===== config.mk =====
export PLATFORM = sky130hd
export DESIGN_NAME = flash_seq_top
export DESIGN_NICKNAME = d
export VERILOG_FILES = /design/src/rtl/fseq_pkg.sv /design/src/rtl/fseq_timer.sv /design/src/rtl/fseq_regs.sv /design/src/rtl/fseq_ctrl.sv /design/src/rtl/flash_seq_top.sv
export SDC_FILE = /design/constraint.sdc
export NUM_CORES = 1
export LEC_CHECK = 0
export BUFFER_PORTS_ARGS = -buffer_cell sky130_fd_sc_hd__buf_2
export CORE_AREA = 2 2 151 153
export CTS_BUF_LIST = sky130_fd_sc_hd__clkbuf_8 sky130_fd_sc_hd__clkbuf_16
export CTS_CLUSTER_SIZE = 20
export DETAILED_ROUTE_END_ITERATION = 10
export DIE_AREA = 0 0 153 155
export PLACE_DENSITY = 0.49
export RECOVER_POWER = 50
export SLEW_MARGIN = 20
export SYNTH_ARGS = -nofsm -noshare
export SYNTH_HDL_FRONTEND = slang
export SYNTH_SLANG_ARGS = --single-unit

===== constraint.sdc =====
create_clock -name clk_i -period 5.4 [get_ports clk_i]
set_input_delay 1.08 -clock clk_i [delete_from_list [all_inputs] [get_ports clk_i]]
set_output_delay 1.08 -clock clk_i [all_outputs]
set_load 0.02 [all_outputs]

===== src/rtl/fseq_pkg.sv =====
package fseq_pkg;
  typedef enum logic [2:0] {
    S_IDLE, S_ERASE, S_EWAIT, S_WDATA, S_WPROG, S_WWAIT
  } seq_state_e;

  localparam logic [1:0] REG_CTL = 2'd0;
  localparam logic [1:0] REG_ADR = 2'd1;
  localparam logic [1:0] REG_DAT = 2'd2;

  localparam int unsigned B_ERASE = 0;
  localparam int unsigned B_WRITE = 1;
  localparam int unsigned B_INFO  = 2;
  localparam int unsigned B_UPPER = 3;
  localparam int unsigned B_BUSY  = 4;
  localparam int unsigned B_FULL  = 5;
  localparam int unsigned B_ABORT = 6;
endpackage


===== src/rtl/fseq_timer.sv =====
module fseq_timer #(
  parameter int unsigned TIMEOUT = 16
) (
  input  logic clk_i,
  input  logic rst_ni,
  input  logic en_i,
  output logic expire_o
);
  localparam int unsigned TW = $clog2(TIMEOUT + 1);
  logic [TW-1:0] cnt_q;

  always_ff @(posedge clk_i or negedge rst_ni) begin
    if (!rst_ni)   cnt_q <= '0;
    else if (!en_i) cnt_q <= '0;
    else           cnt_q <= cnt_q + TW'(1);
  end

  assign expire_o = en_i && (cnt_q == TW'(TIMEOUT - 1));

  p_tmr_clr_r6: assert property (@(posedge clk_i) disable iff (!rst_ni)
    !en_i |=> cnt_q == '0);
endmodule


===== src/rtl/fseq_regs.sv =====
module fseq_regs
  import fseq_pkg::*;
#(
  parameter int unsigned ADDR_W = 17,
  parameter int unsigned DATA_W = 32
) (
  input  logic              clk_i,
  input  logic              rst_ni,
  input  logic              wr_i,
  input  logic [1:0]        reg_i,
  input  logic [31:0]       wdata_i,
  input  logic              busy_i,
  input  logic              inc_i,
  input  logic              data_ld_i,
  output logic [ADDR_W-1:0] addr_o,
  output logic [DATA_W-1:0] data_o,
  output logic              info_sel_o,
  output logic              upper_ok_o
);
  logic [ADDR_W-1:0] addr_q;
  logic [DATA_W-1:0] data_q;
  logic info_q, upper_q;

  always_ff @(posedge clk_i or negedge rst_ni) begin
    if (!rst_ni) begin
      addr_q  <= '0;
      info_q  <= 1'b0;
      upper_q <= 1'b0;
    end else if (inc_i) begin
      addr_q <= addr_q + ADDR_W'(1);
    end else if (wr_i && !busy_i) begin
      if (reg_i == REG_ADR) addr_q <= wdata_i[ADDR_W+1:2];
      if (reg_i == REG_CTL) begin
        info_q  <= wdata_i[B_INFO];
        upper_q <= wdata_i[B_UPPER];
      end
    end
  end

  always_ff @(posedge clk_i or negedge rst_ni) begin
    if (!rst_ni)        data_q <= '0;
    else if (data_ld_i) data_q <= wdata_i[DATA_W-1:0];
  end

  assign addr_o     = addr_q;
  assign data_o     = data_q;
  assign info_sel_o = info_q;
  assign upper_ok_o = upper_q;

  // address frozen during an operation except for word advance
  p_addr_hold_r7: assert property (@(posedge clk_i) disable iff (!rst_ni)
    busy_i && !inc_i |=> $stable(addr_q));
endmodule


===== src/rtl/fseq_ctrl.sv =====
module fseq_ctrl
  import fseq_pkg::*;
(
  input  logic clk_i,
  input  logic rst_ni,
  input  logic ctl_wr_i,
  input  logic go_erase_i,
  input  logic go_write_i,
  input  logic dat_wr_i,
  input  logic locked_i,
  input  logic done_i,
  input  logic expire_i,
  output logic erase_o,
  output logic write_o,
  output logic busy_o,
  output logic full_o,
  output logic abort_o,
  output logic erase_stb_o,
  output logic prog_stb_o,
  output logic data_ld_o,
  output logic addr_inc_o,
  output logic tmr_en_o
);
  seq_state_e state_q;
  logic erase_q, write_q, full_q, abort_q;

  always_ff @(posedge clk_i or negedge rst_ni) begin
    if (!rst_ni) begin
      state_q <= S_IDLE;
      erase_q <= 1'b0;
      write_q <= 1'b0;
      full_q  <= 1'b0;
      abort_q <= 1'b0;
    end else begin
      unique case (state_q)
        S_IDLE: if (ctl_wr_i && (go_erase_i || go_write_i)) begin
          erase_q <= go_erase_i;
          write_q <= go_write_i;
          abort_q <= 1'b0;
          state_q <= go_erase_i ? S_ERASE : S_WDATA;
        end
        S_ERASE: if (locked_i) begin
          erase_q <= 1'b0;
          abort_q <= !write_q;  // a following write restarts status
          state_q <= write_q ? S_WDATA : S_IDLE;
        end else begin
          state_q <= S_EWAIT;
        end
        S_EWAIT: if (done_i) begin
          erase_q <= 1'b0;
          state_q <= write_q ? S_WDATA : S_IDLE;
        end
        S_WDATA: if (dat_wr_i) begin
          full_q  <= 1'b1;
          state_q <= S_WPROG;
        end else if (expire_i) begin
          write_q <= 1'b0;
          state_q <= S_IDLE;
        end
        S_WPROG: if (locked_i) begin
          abort_q <= 1'b1;
          write_q <= 1'b0;
          full_q  <= 1'b0;
          state_q <= S_IDLE;
        end else begin
          state_q <= S_WWAIT;
        end
        S_WWAIT: if (done_i) begin
          full_q  <= 1'b0;
          state_q <= S_WDATA;
        end
        default: state_q <= S_IDLE;
      endcase
    end
  end

  assign erase_o     = erase_q;
  assign write_o     = write_q;
  assign busy_o      = erase_q | write_q;
  assign full_o      = full_q;
  assign abort_o     = abort_q;
  assign erase_stb_o = (state_q == S_ERASE) && !locked_i;
  assign prog_stb_o  = (state_q == S_WPROG) && !locked_i;
  assign data_ld_o   = (state_q == S_WDATA) && dat_wr_i;
  assign addr_inc_o  = (state_q == S_WWAIT) && done_i;
  assign tmr_en_o    = (state_q == S_WDATA);

  p_full_idle_r4: assert property (@(posedge clk_i) disable iff (!rst_ni)
    !busy_o |-> !full_q);
  p_erase_first_r3: assert property (@(posedge clk_i) disable iff (!rst_ni)
    prog_stb_o |-> !erase_q);
  p_abort_clr_r5: assert property (@(posedge clk_i) disable iff (!rst_ni)
    $rose(busy_o) |-> !abort_q);
  p_busy_hold_r2: assert property (@(posedge clk_i) disable iff (!rst_ni)
    busy_o && !done_i && !expire_i && !locked_i |=> busy_o);
endmodule


===== src/rtl/flash_seq_top.sv =====
module flash_seq_top
  import fseq_pkg::*;
#(
  parameter int unsigned ADDR_W    = 17,
  parameter int unsigned PAGE_BITS = 8,
  parameter int unsigned DATA_W    = 32,
  parameter int unsigned TIMEOUT   = 16,
  localparam int unsigned PAGES    = 1 << PAGE_BITS
) (
  input  logic                 clk_i,
  input  logic                 rst_ni,
  input  logic                 bus_sel_i,
  input  logic                 bus_wr_i,
  input  logic [3:0]           bus_addr_i,
  input  logic [31:0]          bus_wdata_i,
  output logic [31:0]          bus_rdata_o,
  input  logic [PAGES-1:0]     page_lock_i,
  output logic                 erase_stb_o,
  output logic                 prog_stb_o,
  output logic [PAGE_BITS-1:0] flash_page_o,
  output logic [ADDR_W-1:0]    flash_addr_o,
  output logic [DATA_W-1:0]    flash_data_o,
  output logic                 flash_space_o,
  input  logic                 flash_done_i
);
  logic [1:0] reg_sel;
  logic wr, ctl_wr, dat_wr;
  logic erase, write, busy, full, abort;
  logic data_ld, addr_inc, tmr_en, expire, locked;
  logic info_sel, upper_ok;
  logic [ADDR_W-1:0] addr;
  logic [PAGE_BITS-1:0] page;

  assign reg_sel = bus_addr_i[3:2];
  assign wr      = bus_sel_i && bus_wr_i;
  assign ctl_wr  = wr && (reg_sel == REG_CTL);
  assign dat_wr  = wr && (reg_sel == REG_DAT);
  assign page    = addr[ADDR_W-1 -: PAGE_BITS];
  // info space is gated by the access bit, main space by the lock vector
  assign locked  = info_sel ? !upper_ok : page_lock_i[page];

  fseq_regs #(.ADDR_W(ADDR_W), .DATA_W(DATA_W)) u_regs (
    .clk_i, .rst_ni,
    .wr_i       (wr),
    .reg_i      (reg_sel),
    .wdata_i    (bus_wdata_i),
    .busy_i     (busy),
    .inc_i      (addr_inc),
    .data_ld_i  (data_ld),
    .addr_o     (addr),
    .data_o     (flash_data_o),
    .info_sel_o (info_sel),
    .upper_ok_o (upper_ok)
  );

  fseq_ctrl u_ctrl (
    .clk_i, .rst_ni,
    .ctl_wr_i    (ctl_wr),
    .go_erase_i  (bus_wdata_i[B_ERASE]),
    .go_write_i  (bus_wdata_i[B_WRITE]),
    .dat_wr_i    (dat_wr),
    .locked_i    (locked),
    .done_i      (flash_done_i),
    .expire_i    (expire),
    .erase_o     (erase),
    .write_o     (write),
    .busy_o      (busy),
    .full_o      (full),
    .abort_o     (abort),
    .erase_stb_o (erase_stb_o),
    .prog_stb_o  (prog_stb_o),
    .data_ld_o   (data_ld),
    .addr_inc_o  (addr_inc),
    .tmr_en_o    (tmr_en)
  );

  fseq_timer #(.TIMEOUT(TIMEOUT)) u_timer (
    .clk_i, .rst_ni,
    .en_i     (tmr_en),
    .expire_o (expire)
  );

  always_comb begin
    bus_rdata_o = '0;
    unique case (reg_sel)
      REG_CTL: begin
        bus_rdata_o[B_ERASE] = erase;
        bus_rdata_o[B_WRITE] = write;
        bus_rdata_o[B_INFO]  = info_sel;
        bus_rdata_o[B_UPPER] = upper_ok;
        bus_rdata_o[B_BUSY]  = busy;
        bus_rdata_o[B_FULL]  = full;
        bus_rdata_o[B_ABORT] = abort;
      end
      REG_ADR: bus_rdata_o[ADDR_W-1:0] = addr;
      default: bus_rdata_o = '0;
    endcase
  end

  assign flash_page_o  = page;
  assign flash_addr_o  = addr;
  assign flash_space_o = info_sel;

  p_one_stb_r1: assert property (@(posedge clk_i) disable iff (!rst_ni)
    erase_stb_o |=> !erase_stb_o);
  p_lock_nostb_r5: assert property (@(posedge clk_i) disable iff (!rst_ni)
    (!info_sel && page_lock_i[page]) |-> !(erase_stb_o || prog_stb_o));
endmodule


==> results_dict.tcl, run 1 <==
set metrics [dict create \
    status "completed" \
    regArea_um2 1580 \
    top_level_ports 389 \
    nets 1172 \
    via_per_inst 4.90 \
    r2r-end "u_ctrl.erase_o" \
    ys_seq_area_share_pct 28.6 \
    rsz0062_at_grt "no" \
    htree_levels 3 \
    clk_latency_ns 0.33 \
    synth_cell_types 55 \
    cts.sink_count 63 \
    ctsLongestPathBuffers 2 \
    cts_hold_buf 0 \
    cts_resized 0 \
    worstPathRequired_ns 4.32 \
    num_antenna_cells 0 \
    crit_path_end_kind "primary output" \
    firstDrtPassIters 4 \
    fmax_mhz 205 \
    port_buffers 371 \
    ff2ff_setup_slack_ns 1.91 \
    grt_pass1_wl_um 33200 \
    synth_top_flop_cell "dfrtp_1" \
    post_cts_buffers 0 \
    rr_worst_depth 9 \
    skew_ns 0.00861 \
    core-area_um2 22200 \
    tns_ns 0 \
    cp-start-kind "register" \
    r2r-start "u_regs.addr_o[9]" \
    hp-start "u_timer.cnt_q[0]" \
    num_vias 5698 \
    gp_congestion 0.766 \
    area_delta_synth_final_pct 42.1 \
    arrival_ns 3.79 \
    worst_pin_slew_ns 1.03 \
    worstSetupPathType "reg -> out" \
    drv_cap 0 \
    power.total_mw 4.04 \
    rows 55 \
    async_flop_share_pct 100 \
    initial_utilization_pct 24.8 \
    clk_pin_slew_worst_paths_ns 0.06 \
    avgSynthCellArea_um2 10.5 \
    multi_input_area_um2 3580 \
    synth_warnings 0 \
    routed_wl_um 22100 \
    chipWidth_um 153 \
    placed_cell_area_um2 7570 \
    min_path_type "reg -> reg" \
    syn_inst 522 \
    power_density_nw_per_um2 516 \
    nFillCells 2349 \
    fin_crit_ns 4.87 \
    drt-initial-drc-count 275 \
    grt_pass1_vias 5856 \
    endpoint "prog_stb_o" \
    post_drt_wl_per_cell_um 19.0 \
    track_usage_pct 17.9 \
    remaining_drc_errors 0 \
    ir_worst_vdd_v 0.000258 \
    synth_area_um2 5510 \
    path_max_fanout 31 \
    finalHoldViolCount 0 \
    drive_gt1_share_pct 53.9 \
    fp.dieArea_um2 23700 \
    slew_headroom_pct 31.5 \
    dp_hpwl_um 17800 \
    grt_max_degree 64 \
    die_y_um 155 \
    grt_overflow 0 \
    p_leak_nw 3.69 \
    synth_edf_count 0 \
    ys_ff_latch 63 \
    crit_start "u_regs.addr_o[9]" \
    setup_viol 0 \
    cts_tree "yes" \
    cts_buffers 9 \
    finalMaxSlewViolations 0 \
    whs_ns 0.463 \
    root_buffer "clkbuf_16" \
    antenna_found_initial 1 \
    design_area_um2 7820 \
    antenna_left 0 \
    fin_crit_sh_pct 90.2 \
]
## synth_stat cells, types with 2 or more instances
cell / count / area (um^2)
nor3_1: 11 / 55.1
o221ai_1: 2 / 17.5
a22oi_1: 6 / 45.0
buf_4: 27 / 203
clkbuf_1: 23 / 86.3
mux2_2: 38 / 428
and2_1: 11 / 68.8
o221a_2: 2 / 22.5
mux2i_1: 29 / 290
buf_6: 3 / 33.8
nor2b_1: 20 / 125
a211o_1: 4 / 35.0
o32ai_1: 2 / 17.5
nand4b_1: 2 / 17.5
mux4_2: 57 / 1280
nand2_1: 27 / 101
inv_1: 11 / 41.3
nand4_1: 4 / 25.0
a2111oi_0: 8 / 70.1
o211ai_1: 3 / 22.5
ha_1: 3 / 37.5
or3_1: 2 / 12.5
nor2_1: 46 / 173
nand2b_1: 6 / 37.5
a211oi_1: 10 / 75.1
and3_1: 6 / 37.5
nor4_1: 2 / 12.5
o22ai_1: 2 / 12.5
a31oi_1: 6 / 37.5
o21ai_0: 21 / 105
dfrtp_1: 63 / 1580
a21oi_1: 24 / 120
nand3_1: 12 / 60.1
buf_2: 8 / 40.0
## cells in the final DEF, fill, tap and decap left out, drive strengths merged, types with 2 or more instances in the layout
cell type	n
o211ai	3
nor2b	20
ha	3
a2111oi	8
nor2	46
a211o	4
nand4b	2
nand2b	6
a31oi	6
buf	354
nand4	4
clkbuf	42
o221ai	2
a21oi	24
and3	6
a211oi	10
o221a	2
inv	11
mux2i	29
nor3	11
clkinv	5
and2	11
dfrtp	63
o22ai	2
o32ai	2
nor4	2
nand3	12
o21ai	22
mux4	57
or3	2
conb	15
mux2	38
a22oi	6
nand2	27
## logic make-up after synthesis
group	Yosys count	share of synthesized area, %
AND/OR/NAND/NOR	155	14.1
adder cells (fa/ha/maj)	3	0.682
flip-flops	63	28.6
buffers and inverters	73	7.41
other	1	0.0681
XOR/XNOR	2	0.318
AO/OA/AOI/OAI	101	12.4
multiplexers	124	36.4
## cell type report
cell class | count | share of cell area (%)
clock inverter | 7 | 0.944
clock buffer | 9 | 2.88
timing repair buffer | 387 | 25.1
multi-input combinational | 400 | 45.8
sequential | 63 | 20.2
inverter | 11 | 0.528
tap | 285 | 4.56
## metrics by stage
| step | setup slack [ns] | cells | utilization (%) |
|---|---|---|---|
| final | 0.531 | 1162 | 35.2 |
| after global routing | 0.0805 | 1162 | 35.2 |
| after CTS | 0.434 | 1162 | 35.4 |
| after detailed placement | 0.557 | 1146 | 34.0 |
| after global placement | 0.563 | 1146 | 34.0 |
| after floorplan | 1.18 | 536 | - |
## flip-flops by register name, summed over array words and instances, names as in the netlist
name	count
u_regs.info_sel_o	1
u_regs.addr_o	17
u_regs.upper_ok_o	1
u_regs.data_o	32
u_ctrl.erase_o	1
u_ctrl.write_o	1
u_ctrl.state_q	3
u_ctrl.full_o	1
u_ctrl.abort_o	1
u_timer.cnt_q	5
## worst min path at each step
| stage | end | slack (ns) | cells after the start |
|---|---|---|---|
| 5_1_grt | u_timer.cnt_q[0] | 0.50 | 1 |
| 6_report | u_timer.cnt_q[0] | 0.46 | 1 |
| 2_1_floorplan | u_timer.cnt_q[0] | 0.43 | 1 |
| 3_3_place_gp | u_timer.cnt_q[0] | 0.45 | 1 |
| 3_5_place_dp | u_timer.cnt_q[0] | 0.46 | 1 |
| 4_1_cts | u_timer.cnt_q[0] | 0.47 | 1 |
## power breakdown
part	total [mW]	switching, mW	internal (mW)	leakage [nW]
Sequential	1.07	0.387	0.681	0.801
Combinational	2.39	1.26	1.13	2.74
Clock	0.581	0.223	0.358	0.145
Total	4.04	1.87	2.17	3.69
## critical path, stage by stage, from the launching register on
cell and delay, ns:
dfrtp_4 0.77, mux4_2 0.62, a2111oi_0 0.47, buf_4 0.19
a21oi_1 0.06, a2111o_1 0.43, a32oi_2 0.40, nand2b_1 0.18
nor2_1 0.11, buf_2 0.18
## routing by layer
layer | vias up | wire (um) | global-route usage, % | part of all wire [%]
met1 | 2802 | 8980 | 22.0 | 41
met2 | 209 | 11600 | 32.8 | 53
met3 | 14 | 1290 | 3.65 | 5.8
met5 | - | 0 | 0 | 0
met4 | 0 | 196 | 3.57 | 0.89
li1 | 2673 | - | - | -
No activity file was read; power rests on OpenSTA's default activity.
==> run 2: changes to the inputs <==
--- a/config.mk
+++ b/config.mk
@@ -6,12 +6,14 @@
 export NUM_CORES = 1
 export LEC_CHECK = 0
 export BUFFER_PORTS_ARGS = -buffer_cell sky130_fd_sc_hd__buf_2
+export CELL_PAD_IN_SITES_DETAIL_PLACEMENT = 1
+export CELL_PAD_IN_SITES_GLOBAL_PLACEMENT = 1
 export CORE_AREA = 2 2 151 153
 export CTS_BUF_LIST = sky130_fd_sc_hd__clkbuf_8 sky130_fd_sc_hd__clkbuf_16
 export CTS_CLUSTER_SIZE = 20
 export DETAILED_ROUTE_END_ITERATION = 10
 export DIE_AREA = 0 0 153 155
-export PLACE_DENSITY = 0.49
+export PLACE_DENSITY = 0.67
 export RECOVER_POWER = 50
 export SLEW_MARGIN = 20
 export SYNTH_ARGS = -nofsm -noshare
==> run 2 against run 1 <==
Against the previous run:
- utilization shrank 0.48 points
- critical endpoint unchanged
- via count grew 1.4%
- die area is the same
==> results_dict.tcl, run 2 (synthesis results as in run 1) <==
set metrics [dict create \
    status "completed" \
    crit_path_end_kind "primary output" \
    cts_resized 0 \
    initial_utilization_pct 24.8 \
    antenna_left 0 \
    power_density_nw_per_um2 513 \
    ff2ff_setup_slack_ns 1.82 \
    most-common-layout-cells "buf_2, dfrtp_1, mux4_2" \
    fmax_mhz 203 \
    fin_crit_sh_pct 91.4 \
    worstPathRequired_ns 4.32 \
    root_buffer "clkbuf_16" \
    tns_ns 0 \
    clk_latency_ns 0.33 \
    rsz0062_at_grt "no" \
    fp.dieArea_um2 23700 \
    final_common_cell "buf_2" \
    slew_headroom_pct 29.3 \
    rows 55 \
    grt_pass1_wl_um 35900 \
    grt_max_degree 64 \
    p_leak_nw 3.65 \
    chipWidth_um 153 \
    rr_worst_depth 10 \
    grt_overflow 0 \
    largest_reg_flops 32 \
    multi_input_area_um2 3580 \
    drive_gt1_share_pct 53.1 \
    track_usage_pct 19.5 \
    core-area_um2 22200 \
    clk_pin_slew_worst_paths_ns 0.05 \
    post_cts_buffers 0 \
    cpPeakStageDelay_ns 0.83 \
    drv_cap 0 \
    fin_crit_ns 4.94 \
    worst_pin_slew_ns 1.06 \
    worstPathCellList "buf_4 > mux4_2 > mux2i_1 > nor3_1 > nor4_1 > o32ai_1 > a32oi_2 > nand2b_1 > nor2_1 > buf_2" \
    worstSetupPathType "reg -> out" \
    ctsLongestPathBuffers 2 \
    cp-start-kind "register" \
    power.total_mw 3.95 \
    r2r-end "u_ctrl.abort_o" \
    cts_hold_buf 0 \
    min_path_type "reg -> reg" \
    top_level_ports 389 \
    r2r-start "u_regs.addr_o[9]" \
    critical_path.top_delay_family "flip-flops" \
    gp_congestion 0.772 \
    finalMaxSlewViolations 0 \
    dp_hpwl_um 19400 \
    nFillCells 2689 \
    grt_pass1_vias 6206 \
    path_max_fanout 38 \
    ir_worst_vdd_v 0.000271 \
    via_per_inst 5.00 \
    die_y_um 155 \
    regArea_um2 1580 \
    drt-initial-drc-count 251 \
    hp-start "u_timer.cnt_q[0]" \
    skew_ns 0.00682 \
    num_antenna_cells 0 \
    holdPathStages 1 \
    post_drt_wl_per_cell_um 20.7 \
    cts_tree "yes" \
    nets 1165 \
    remaining_drc_errors 0 \
    antenna_found_initial 1 \
    port_buffers 371 \
    crit_slowest_cell "dfrtp_4" \
    path_buf_inv 2 \
    num_vias 5775 \
    hold_end "u_timer.cnt_q[0]" \
    area_delta_synth_final_pct 40.2 \
    arrival_ns 3.86 \
    htree_levels 3 \
    cts.sink_count 63 \
    routed_wl_um 24000 \
    setup_viol 0 \
    firstDrtPassIters 4 \
    cts_buffers 9 \
    finalHoldViolCount 0 \
]
-- run 2: stage by stage --
step	setup WS (ns)	instances	cell area [um^2]	hold WS [ns]	utilization [%]
6_report	0.464	1155	7720	0.471	34.7
5_1_grt	0.0787	1155	7720	0.513	34.7
2_1_floorplan	1.18	536	5560	0.433	-
4_1_cts	0.317	1155	7760	0.475	34.9
3_5_place_dp	0.572	1139	7500	0.470	33.7
3_3_place_gp	0.598	1139	7500	0.450	33.7
-- run 2: worst max path at each step --
stage,startpoint,end,slack [ns],cells after the start
after floorplan,page_lock_i[223],prog_stb_o,1.18,8
after global placement,page_lock_i[200],prog_stb_o,0.60,9
after detailed placement,page_lock_i[200],prog_stb_o,0.57,9
after CTS,u_regs.addr_o[9],prog_stb_o,0.32,10
after global routing,u_regs.addr_o[9],prog_stb_o,0.08,10
final,u_regs.addr_o[9],prog_stb_o,0.46,10
-- run 2: final cells by class --
cell class / instances / share of cell area [%]
clock buffers: 9 / 2.92
clock inverters: 7 / 0.438
inverters: 11 / 0.535
multi-input cells: 400 / 46.4
flip-flops and latches: 63 / 20.5
well taps: 285 / 4.62
repair buffers: 380 / 24.6
-- run 2: layer usage --
layer | vias up | GRT usage [%] | part of all wire, %
met4 | 2 | 3.13 | 0.73
met2 | 210 | 37.8 | 55
li1 | 2662 | - | -
met3 | 14 | 4.48 | 6.5
met5 | - | 0 | 0.050
met1 | 2887 | 22.1 | 38
-- run 2: power by group --
group	leakage, nW	switching (mW)	internal [mW]
clock network	0.139	0.211	0.303
logic	2.71	1.27	1.09
registers	0.801	0.408	0.681
total	3.65	1.88	2.07
==> run 3: changes to the inputs <==
--- a/config.mk
+++ b/config.mk
@@ -8,14 +8,15 @@
 export BUFFER_PORTS_ARGS = -buffer_cell sky130_fd_sc_hd__buf_2
 export CELL_PAD_IN_SITES_DETAIL_PLACEMENT = 1
 export CELL_PAD_IN_SITES_GLOBAL_PLACEMENT = 1
-export CORE_AREA = 2 2 151 153
+export CORE_AREA = 2 2 150 152
 export CTS_BUF_LIST = sky130_fd_sc_hd__clkbuf_8 sky130_fd_sc_hd__clkbuf_16
 export CTS_CLUSTER_SIZE = 20
 export DETAILED_ROUTE_END_ITERATION = 10
-export DIE_AREA = 0 0 153 155
-export PLACE_DENSITY = 0.67
+export DIE_AREA = 0 0 152 154
+export PLACE_DENSITY_LB_ADDON = 0.1
 export RECOVER_POWER = 50
 export SLEW_MARGIN = 20
 export SYNTH_ARGS = -nofsm -noshare
 export SYNTH_HDL_FRONTEND = slang
+export SYNTH_HIERARCHICAL = 1
 export SYNTH_SLANG_ARGS = --single-unit
==> run 3 against run 2 <==
Against the previous run:
- first-iteration DRC count is 0.80% lower
- critical path depth is 1 lower
- power is 4.5% higher
- utilization is 2.6 points higher
- synthesized area is 7.6% higher
- routed wire length is 2.9% higher
- clock-buffer cell count is 1 higher
- combinational power is 9.4% higher
- clock power is 16% higher
- critical path type unchanged
- the run now ends with capacitance limit, slew limit left
- via count is 4.3% higher
- non-clock buffer count is 6 higher
- largest power group unchanged
==> results_dict.tcl, run 3 <==
set metrics [dict create \
    finalMaxSlewViolations 46 \
    ys_top_cells_by_area "dfrtp_1, mux2i_1, mux4_2" \
    drt-initial-drc-count 249 \
    worstPathRequired_ns 4.32 \
    crit_slowest_cell "dfrtp_4" \
    final_common_cell "buf_2" \
    min_path_type "reg -> reg" \
    track_usage_pct 20.6 \
    synth_top_flop_cell "dfrtp_1" \
    htree_levels 3 \
    endpoint "prog_stb_o" \
    cts_tree "yes" \
    worstSetupPathType "reg -> out" \
    routed_wl_um 24600 \
    r2r-end "u_ctrl/abort_o" \
    synth_warnings 6 \
    initial_utilization_pct 27.3 \
    area_delta_synth_final_pct 36.6 \
    antenna_left 0 \
    finalHoldViolCount 0 \
    power_density_nw_per_um2 511 \
    chipWidth_um 152 \
    syn_inst 556 \
    antenna_found_initial 2 \
    cts_buffers 9 \
    fin_crit_ns 4.85 \
    rows 54 \
    arrival_ns 3.77 \
    skew_ns 0.00414 \
    worstPathCellList "buf_4 > mux4_1 > a22oi_1 > a311oi_1 > nor4_1 > or4_1 > mux2i_1 > nor3_2 > buf_2" \
    synth_area_um2 5930 \
    gp_congestion 0.892 \
    root_buffer "clkbuf_16" \
    synth_edf_count 0 \
    firstDrtPassIters 4 \
    fin_crit_sh_pct 89.8 \
    grt_overflow 0 \
    port_buffers 371 \
    path_buf_inv 2 \
    ctsLongestPathBuffers 2 \
    synth.most_common_cell "dfrtp_1" \
    avgSynthCellArea_um2 10.7 \
    grt_pass1_wl_um 37900 \
    ir_worst_vdd_v 0.000234 \
    ff2ff_setup_slack_ns 1.64 \
    placed_cell_area_um2 7830 \
    post_drt_wl_per_cell_um 20.8 \
    ys_seq_area_share_pct 26.6 \
    p_leak_nw 3.85 \
    cts.sink_count 63 \
    nFillCells 2638 \
    most-common-layout-cells "buf_2, dfrtp_1, mux2i_1" \
    dp_hpwl_um 20000 \
    fp.dieArea_um2 23400 \
    crit_cells 9 \
    violations "capacitance limit, slew limit" \
    path_max_fanout 26 \
    status "complete, but fails checks" \
    synth_top_area_share_pct 26.6 \
    setup_viol 0 \
    tns_ns 0 \
    synth_common_cells "dfrtp_1, mux2i_1, mux2_2" \
    cts_hold_buf 0 \
    design_area_um2 8090 \
    clk_latency_ns 0.33 \
    slew_headroom_pct -65.7 \
    core-area_um2 21700 \
    num_antenna_cells 0 \
    remaining_drc_errors 0 \
    yosysTopAreaCell "dfrtp_1" \
    die_y_um 154 \
    crit_path_end_kind "primary output" \
    worst_pin_slew_ns 2.49 \
    cpPeakStageDelay_ns 0.72 \
    fmax_mhz 206 \
    ys_ff_latch 63 \
    drv_cap 1 \
    post_cts_buffers 0 \
    rr_worst_depth 11 \
    nets 1202 \
    via_per_inst 5.07 \
    grt_pass1_vias 6514 \
    r2r-start "u_regs/addr_o[9]" \
    drive_gt1_share_pct 49.3 \
    largest_reg_flops 32 \
    cp-start-kind "register" \
    rsz0062_at_grt "no" \
    async_flop_share_pct 100 \
    clk_pin_slew_worst_paths_ns 0.06 \
    synth_cell_types 68 \
    crit_start "u_regs/addr_o[9]" \
    top_level_ports 389 \
    cts_resized 0 \
    critical_path.top_delay_family "simple AND/OR/NAND/NOR gates" \
    grt_max_degree 46 \
    num_vias 6024 \
]
-- run 3: cell count changes after synthesis, moves of 6 or more --
| cell | delta |
|---|---|
| mux4_2 | -33 |
| a21oi_1 | -6 |
| o22ai_1 | +24 |
| mux2_1 | +6 |
| a2111oi_0 | -8 |
| o21ai_0 | -12 |
| mux4_1 | +16 |
| buf_2 | +8 |
| a31oi_1 | -6 |
| xnor2_1 | +11 |
| nor4_1 | +6 |
| nor2_1 | -23 |
| mux2i_1 | +25 |
| clkbuf_1 | -11 |
-- run 3: stage by stage --
| step | util, % | instances | total power [mW] | worst slack (ns) | hold slack, ns |
|---|---|---|---|---|---|
| after global placement | 36.1 | 1171 | 3.56 | 0.679 | 0.465 |
| after CTS | 37.5 | 1187 | 4.23 | 0.458 | 0.489 |
| after detailed placement | 36.1 | 1171 | 3.61 | 0.685 | 0.480 |
| after global routing | 37.3 | 1187 | 4.44 | 0.311 | 0.517 |
| final | 37.3 | 1187 | 4.13 | 0.549 | 0.484 |
| after floorplan | - | 570 | 2.84 | 1.07 | 0.449 |
-- run 3: where the power goes --
part	switching, mW	total (mW)	internal, mW
Clock	0.222	0.593	0.371
Combinational	1.45	2.57	1.12
Sequential	0.298	0.967	0.669
-- run 3: per-layer routing --
layer,part of all wire (%),routed length (um),up-vias,global-route usage [%]
li1,-,-,2817,-
met1,41,10100,2965,25.2
met2,52,12900,227,37.8
met5,0.053,13,-,0
met4,0.76,188,2,3.87
met3,6.0,1470,13,3.89
-- run 3: worst min-delay path by stage --
stage | depth (start not counted) | endpoint | slack [ns] | from
after detailed placement | 1 | u_ctrl/abort_o | 0.48 | u_ctrl/abort_o
final | 1 | u_timer/cnt_q[0] | 0.48 | u_timer/cnt_q[0]
after floorplan | 1 | u_timer/cnt_q[0] | 0.45 | u_timer/cnt_q[0]
after global placement | 1 | u_timer/cnt_q[0] | 0.47 | u_timer/cnt_q[0]
after CTS | 1 | u_timer/cnt_q[0] | 0.49 | u_timer/cnt_q[0]
after global routing | 1 | u_regs/data_o[14] | 0.52 | u_regs/data_o[14]
-- run 3: worst register-to-register path, stage by stage (launching register included) --
cell	delay, ns
dfrtp_4	0.72
buf_4	0.40
mux4_1	0.30
nand3_1	0.08
a311oi_1	0.48
nor4_1	0.15
or4_1	0.50
mux2i_1	0.24
buf_4	0.20
a21oi_1	0.07
nor3_1	0.16
mux2_1	0.34
-- run 3: kinds of logic after synthesis --
family / synth area share [%]
adders and majority gates: 0.634
muxes: 33.3
DFF: 26.6
AOI/OAI and AO/OA: 12.4
buffers and inverters: 8.74
xor gates and xnor gates: 2.36
and+or+nand+nor: 15.9
other: 0.0633
-- run 3: layout make-up --
cell class,instances,area (um^2),share of cell area (%)
Multi-Input combinational cell,433,3880,48.0
Inverter,9,33.8,0.417
Clock inverter,6,70.1,0.866
Clock buffer,10,239,2.95
Sequential cell,63,1580,19.5
Tap cell,280,350,4.33
Timing Repair Buffer,386,1940,23.9
